[config.mk]
export PLATFORM = sky130hd
export DESIGN_NAME = rtc_wdt
export DESIGN_NICKNAME = d
export VERILOG_FILES = /design/src/rtl/rtc_wdt_pkg.sv /design/src/rtl/rtc_wdt_cfg.sv /design/src/rtl/rtc_wdt_load.sv /design/src/rtl/rtc_wdt_presc.sv /design/src/rtl/rtc_wdt_cnt.sv /design/src/rtl/rtc_wdt.sv
export SDC_FILE = /design/constraint.sdc
export NUM_CORES = 1
export LEC_CHECK = 0
export BUFFER_PORTS_ARGS = -buffer_cell sky130_fd_sc_hd__buf_2
export CAP_MARGIN = 20
export CELL_PAD_IN_SITES_DETAIL_PLACEMENT = 0
export CELL_PAD_IN_SITES_GLOBAL_PLACEMENT = 2
export CORE_UTILIZATION = 27
export CTS_CLUSTER_DIAMETER = 100
export DETAILED_ROUTE_END_ITERATION = 7
export PLACE_DENSITY = 0.67
export SETUP_SLACK_MARGIN = 0.4
export SLEW_MARGIN = 30
export SYNTH_ARGS = -nofsm -noshare
export SYNTH_HDL_FRONTEND = slang
export SYNTH_SLANG_ARGS = --single-unit
export TNS_END_PERCENT = 30
[constraint.sdc]
create_clock -name clk -period 1.5 [get_ports clk]
set_input_delay 0.075 -clock clk [delete_from_list [all_inputs] [get_ports clk]]
set_output_delay 0.075 -clock clk [all_outputs]
set_load 0.005 [all_outputs]
[src/rtl/rtc_wdt_pkg.sv]
package rtc_wdt_pkg;

   typedef enum logic [1:0] {
      WDT_ACT_NONE = 2'd0,
      WDT_ACT_IRQ  = 2'd1,
      WDT_ACT_RST  = 2'd2
   } wdt_act_e;

   // counter width needed for the largest multiplier at the coarsest step
   function automatic int cnt_width(input int res_w, input int mult_w);
      return mult_w + 2 * ((1 << res_w) - 1);
   endfunction

endpackage

[src/rtl/rtc_wdt_cfg.sv]
module rtc_wdt_cfg #(
   parameter int REG_W = 8
) (
   input  logic             clk,
   input  logic             rst_n,
   input  logic             wr_en,
   input  logic [REG_W-1:0] wr_data,
   input  logic             auto_clr,
   output logic [REG_W-1:0] cfg_q
);

   // a software write outranks the self-clear after a reset request
   always_ff @(posedge clk) begin
      if (!rst_n)
         cfg_q <= '0;
      else if (wr_en)
         cfg_q <= wr_data;
      else if (auto_clr)
         cfg_q <= '0;
   end

endmodule

[src/rtl/rtc_wdt_load.sv]
module rtc_wdt_load #(
   parameter int RES_W  = 2,
   parameter int MULT_W = 5,
   parameter int CNT_W  = 11
) (
   input  logic [RES_W+MULT_W-1:0] field,
   output logic [CNT_W-1:0]        load
);

   localparam int NRES = 1 << RES_W;

   logic [RES_W-1:0]  res;
   logic [MULT_W-1:0] mult;
   logic [NRES-1:0][CNT_W-1:0] term;

   assign res  = field[RES_W-1:0];
   assign mult = field[RES_W +: MULT_W];

   // one shifted copy of the multiplier per resolution step, power of four
   for (genvar r = 0; r < NRES; r++) begin : g_step
      assign term[r] = (res == RES_W'(r)) ? (CNT_W'(mult) << (2 * r)) : '0;
   end

   always_comb begin
      load = '0;
      for (int i = 0; i < NRES; i++)
         load = load | term[i];
   end

endmodule

[src/rtl/rtc_wdt_presc.sv]
module rtc_wdt_presc #(
   parameter int TICK_DIV = 1
) (
   input  logic clk,
   input  logic rst_n,
   input  logic restart,
   input  logic tick_in,
   output logic tick_out
);

   if (TICK_DIV == 1) begin : g_pass
      logic unused_presc;
      assign unused_presc = ^{clk, rst_n, restart};
      assign tick_out     = tick_in;
   end else begin : g_div
      localparam int PW = $clog2(TICK_DIV);
      localparam logic [PW-1:0] LAST = PW'(TICK_DIV - 1);
      logic [PW-1:0] pc;

      always_ff @(posedge clk) begin
         if (!rst_n)
            pc <= '0;
         else if (restart)
            pc <= '0;
         else if (tick_in)
            pc <= (pc == LAST) ? '0 : pc + 1'b1;
      end

      assign tick_out = tick_in && (pc == LAST) && !restart;
   end

endmodule

[src/rtl/rtc_wdt_cnt.sv]
module rtc_wdt_cnt #(
   parameter int CNT_W = 11
) (
   input  logic             clk,
   input  logic             rst_n,
   input  logic             kick,
   input  logic [CNT_W-1:0] load,
   input  logic             tick,
   output logic             fire_now,
   output logic             fire_q
);

   logic [CNT_W-1:0] cnt;
   logic             armed;

   // expiry needs a tick on the last unit; a restart in that cycle wins
   assign fire_now = armed && tick && !kick && (cnt == CNT_W'(1));

   always_ff @(posedge clk) begin
      if (!rst_n) begin
         cnt   <= '0;
         armed <= 1'b0;
      end else if (kick) begin
         cnt   <= load;
         armed <= (load != '0);
      end else if (armed && tick) begin
         if (cnt == CNT_W'(1)) begin
            cnt   <= '0;
            armed <= 1'b0;
         end else begin
            cnt <= cnt - 1'b1;
         end
      end
   end

   always_ff @(posedge clk) begin
      if (!rst_n)
         fire_q <= 1'b0;
      else
         fire_q <= fire_now;
   end

endmodule

[src/rtl/rtc_wdt.sv]
module rtc_wdt
   import rtc_wdt_pkg::*;
#(
   parameter int RES_W    = 2,
   parameter int MULT_W   = 5,
   parameter int TICK_DIV = 1
) (
   input  logic                      clk,
   input  logic                      rst_n,
   input  logic                      tick_in,
   input  logic                      wr_en,
   input  logic                      rd_en,
   input  logic [RES_W+MULT_W:0]     wr_data,
   output logic [RES_W+MULT_W:0]     rd_data,
   output logic                      flag,
   output logic                      irq_pulse,
   output logic                      rst_req,
   output logic                      century_clr
);

   localparam int FIELD_W = RES_W + MULT_W;
   localparam int REG_W   = FIELD_W + 1;
   localparam int CNT_W   = cnt_width(RES_W, MULT_W);

   if (RES_W < 1 || RES_W > 3) begin : g_bad_res
      $error("rtc_wdt: RES_W must lie in 1..3");
   end
   if (MULT_W < 1 || MULT_W > 16) begin : g_bad_mult
      $error("rtc_wdt: MULT_W must lie in 1..16");
   end
   if (TICK_DIV < 1) begin : g_bad_div
      $error("rtc_wdt: TICK_DIV must be at least 1");
   end

   logic               kick;
   logic [REG_W-1:0]   cfg_q;
   logic [FIELD_W-1:0] load_src;
   logic [CNT_W-1:0]   load;
   logic               tick;
   logic               fire_now;
   logic               fire_q;
   logic               flag_q;
   wdt_act_e           act;

   assign kick     = wr_en | rd_en;
   assign load_src = wr_en ? wr_data[FIELD_W-1:0] : cfg_q[FIELD_W-1:0];

   rtc_wdt_cfg #(.REG_W(REG_W)) u_cfg (
      .clk      (clk),
      .rst_n    (rst_n),
      .wr_en    (wr_en),
      .wr_data  (wr_data),
      .auto_clr (act == WDT_ACT_RST),
      .cfg_q    (cfg_q)
   );

   rtc_wdt_load #(.RES_W(RES_W), .MULT_W(MULT_W), .CNT_W(CNT_W)) u_load (
      .field (load_src),
      .load  (load)
   );

   rtc_wdt_presc #(.TICK_DIV(TICK_DIV)) u_presc (
      .clk      (clk),
      .rst_n    (rst_n),
      .restart  (kick),
      .tick_in  (tick_in),
      .tick_out (tick)
   );

   rtc_wdt_cnt #(.CNT_W(CNT_W)) u_cnt (
      .clk      (clk),
      .rst_n    (rst_n),
      .kick     (kick),
      .load     (load),
      .tick     (tick),
      .fire_now (fire_now),
      .fire_q   (fire_q)
   );

   always_ff @(posedge clk) begin
      if (!rst_n)
         flag_q <= 1'b0;
      else if (kick)
         flag_q <= 1'b0;
      else if (fire_now)
         flag_q <= 1'b1;
   end

   always_comb begin
      if (!fire_q)
         act = WDT_ACT_NONE;
      else if (cfg_q[REG_W-1])
         act = WDT_ACT_RST;
      else
         act = WDT_ACT_IRQ;
   end

   assign rd_data     = cfg_q;
   assign flag        = flag_q;
   assign irq_pulse   = (act == WDT_ACT_IRQ);
   assign rst_req     = (act == WDT_ACT_RST);
   assign century_clr = (act == WDT_ACT_RST);

endmodule

==> flow_summary.json <==
{
  "outcome": "completed",
  "finClkSkew_ps": 4.45,
  "power_density_nw_per_um2": 876,
  "p_sw_uw": 515,
  "post_drt_via_cell_ratio": 5.32,
  "drv_cap": 0,
  "cts_buffer_depth": 2,
  "drtPass1Iterations": 4,
  "ys_warn_count": 0,
  "die_x_um": 76.1,
  "yosys-top-cells-count": "22 x dfxtp_1, 18 x a21oi_1, 11 x nand2_1",
  "cts_tree": "done",
  "gp_congestion": 0.828,
  "ant_nets": 0,
  "dpl.hpwl_um": 3430,
  "rsz0062_at_grt": "true",
  "grt_usage_pct": 16.3,
  "ys_ff_latch": 22,
  "numCtsBuffers": 3,
  "clock_sinks": 22,
  "finalCriticalPeriod_ps": 1460,
  "critPathMaxFanout": 3,
  "final_cells": 285,
  "irDropWorstVdd_uv": 436,
  "hold_path_class": "in2reg",
  "root_buffer": "clkbuf_8",
  "drc_errors": 0,
  "p_int_mw": 1.19,
  "layout-drive-gt1-share_pct": 34.9,
  "dieArea_um2": 5790,
  "syn_nets": 190,
  "fillers": 571,
  "final_net_count": 231,
  "grt_antenna_before_repair": 0,
  "finalWirelength_um": 4540,
  "synth_edf_count": 0,
  "wl_per_cell_um": 15.9,
  "first_iter_violations": 64,
  "clkPwrFrac_pct": 34.2,
  "vias": 1516,
  "power_leakage_nw": 0.777,
  "critPathLaunchType": "flip-flop",
  "synthTopCellsByArea": "dfxtp_1 30%, a21oi_1 6.1%, mux2i_1 6.1%",
  "pin_count": 25,
  "htreeDepth": 1,
  "grt_overflow_total": 0,
  "initial_utilization_pct": 28.5,
  "fp.coreArea_um2": 5200,
  "die_y_um": 76.1,
  "async_flop_share_pct": 0,
  "netlist.area_leader.share_pct": 29.7,
  "drv_slew": 0,
  "setup_viol": 0,
  "seqPwrFrac_pct": 39.2,
  "slew_headroom_pct": 63.4,
  "power.total_mw": 1.70,
  "grt_max_degree": 14,
  "power.share.switching_pct": 30.2,
  "syn_avg_cell_area_um2": 8.47,
  "synthCells": 175,
  "yosysSeqAreaShare_pct": 29.7,
  "cp.required_ps": 1650,
  "dp_cells": 276,
  "path_clk_slew_ps": 90,
  "synth_area_um2": 1480,
  "synth_cell_types": 50,
  "report.final.hold_viol_count": 0,
  "clk_latency_ps": 270,
  "grt_pass1_wl_um": 7580,
  "fmax_ghz": 0.683,
  "critPathKind": "reg2reg",
  "fin_crit_sh_pct": 97.6,
  "pwr-share-comb_pct": 26.6,
  "arrival_ps": 1610,
  "worstMarginPinSlew_ps": 548,
  "antenna_cells": 0,
  "first_global_vias": 1523,
  "place_ws_ps": -27.1,
  "worst_setup_path_end_kind": "flip-flop",
  "synth_ff_type": "dfxtp_1",
  "synth_area_leader_cell": "dfxtp_1",
  "portBuffers": 24,
  "row_count": 26,
  "yosysMostFrequentCell": "dfxtp_1",
  "syn2layout_area_growth_pct": 31.3,
  "fin_ws_ps": 36.1
}
sequential cells by signal, summed over array words and instances (netlist names):
name	count
flag	1
u_cnt.armed	1
u_cfg.cfg_q	8
u_cnt.cnt	11
u_cnt.fire_q	1
metrics by stage:
| stage | util (%) | cell area [um2] | hold slack (ps) | TNS, ps |
|---|---|---|---|---|
| after global placement | 33.8 | 1760 | 311 | -8.89 |
| after floorplan | - | 1490 | 220 | 0 |
| after detailed placement | 33.8 | 1760 | 317 | -33.6 |
| after global routing | 37.4 | 1950 | 28.1 | -192 |
| after CTS | 36.6 | 1900 | 25.2 | 0 |
| final | 37.4 | 1950 | 30.1 | 0 |
worst paths after layout:
check | startpoint | to | slack, ps | depth (start not counted)
min reg2reg | flag | flag | 450 | 2
max reg2reg | u_cnt.cnt[1] | u_cnt.cnt[6] | 40 | 7
min | wr_data[7] | u_cfg.cfg_q[7] | 30 | 3
max | u_cnt.cnt[1] | u_cnt.cnt[6] | 40 | 7
final cells by class:
class,instances,area (um2),area share (%)
Clock buffer,3,41.3,2.12
Clock inverter,1,30.0,1.54
Timing Repair Buffer,46,285,14.7
Tap cell,70,87.6,4.50
Inverter,5,23.8,1.22
Multi-Input combinational cell,138,1030,52.9
Sequential cell,22,448,23.0
cells by family after synthesis:
| family | after synthesis | share of synthesized area (%) |
|---|---|---|
| DFF | 22 | 29.7 |
| adders and majority gates | 2 | 1.69 |
| and+or+nand+nor | 72 | 30.9 |
| buffers and inverters | 15 | 5.32 |
| AOI/OAI and AO/OA | 52 | 23.9 |
| muxes | 11 | 7.85 |
| xor gates and xnor gates | 1 | 0.591 |
critical path: stages (launching register included):
cell and delay [ps]:
dfxtp_2 350, inv_4 70, ha_4 130, nor4b_4 230
buf_4 170, nand4_1 150, o21ai_1 160, a211oi_2 90
layout by cell type (no fill, tap or decap), types with 3 or more instances in the layout:
| master | n |
|---|---|
| nand3b_1 | 3 |
| o211ai_1 | 3 |
| dfxtp_2 | 3 |
| nand2_1 | 10 |
| nor2_1 | 6 |
| o21ai_0 | 3 |
| a21oi_1 | 18 |
| nand3_2 | 3 |
| nor2_2 | 3 |
| nand4b_1 | 3 |
| nand3_1 | 8 |
| dfxtp_1 | 18 |
| mux2i_1 | 9 |
| buf_4 | 22 |
| nand2b_1 | 3 |
| nand4_1 | 4 |
| a32oi_1 | 3 |
| inv_1 | 3 |
| buf_2 | 24 |
| a22oi_1 | 3 |
| a21o_1 | 3 |
| nor3b_1 | 5 |
| nor3_1 | 7 |
| clkbuf_8 | 3 |
| nor2b_1 | 4 |
routing by layer:
layer | vias to the layer above | part of all wire [%] | GRT usage, %
met5 | - | 0 | 0
met4 | 0 | 2.1 | 6.54
met3 | 11 | 3.4 | 2.51
met2 | 37 | 48 | 27.2
met1 | 720 | 47 | 21.0
li1 | 748 | - | -
repair_timing:
action                     CTS  global route
setup buffers                4             1
hold buffers                 0             0
pin swaps                    9             6
resized for setup            8            11
setup endpoints to repair   17            18
power by group through the flow:
stage                     Clock, mW  Combinational (mW)  Sequential (mW)
after global routing          0.633               0.494            0.676
after detailed placement          0               0.404            0.678
after floorplan                   0               0.259            0.673
final                         0.583               0.454            0.668
after global placement            0               0.405            0.677
after CTS                     0.601               0.440            0.666
No activity file was read; power rests on OpenSTA's default activity.
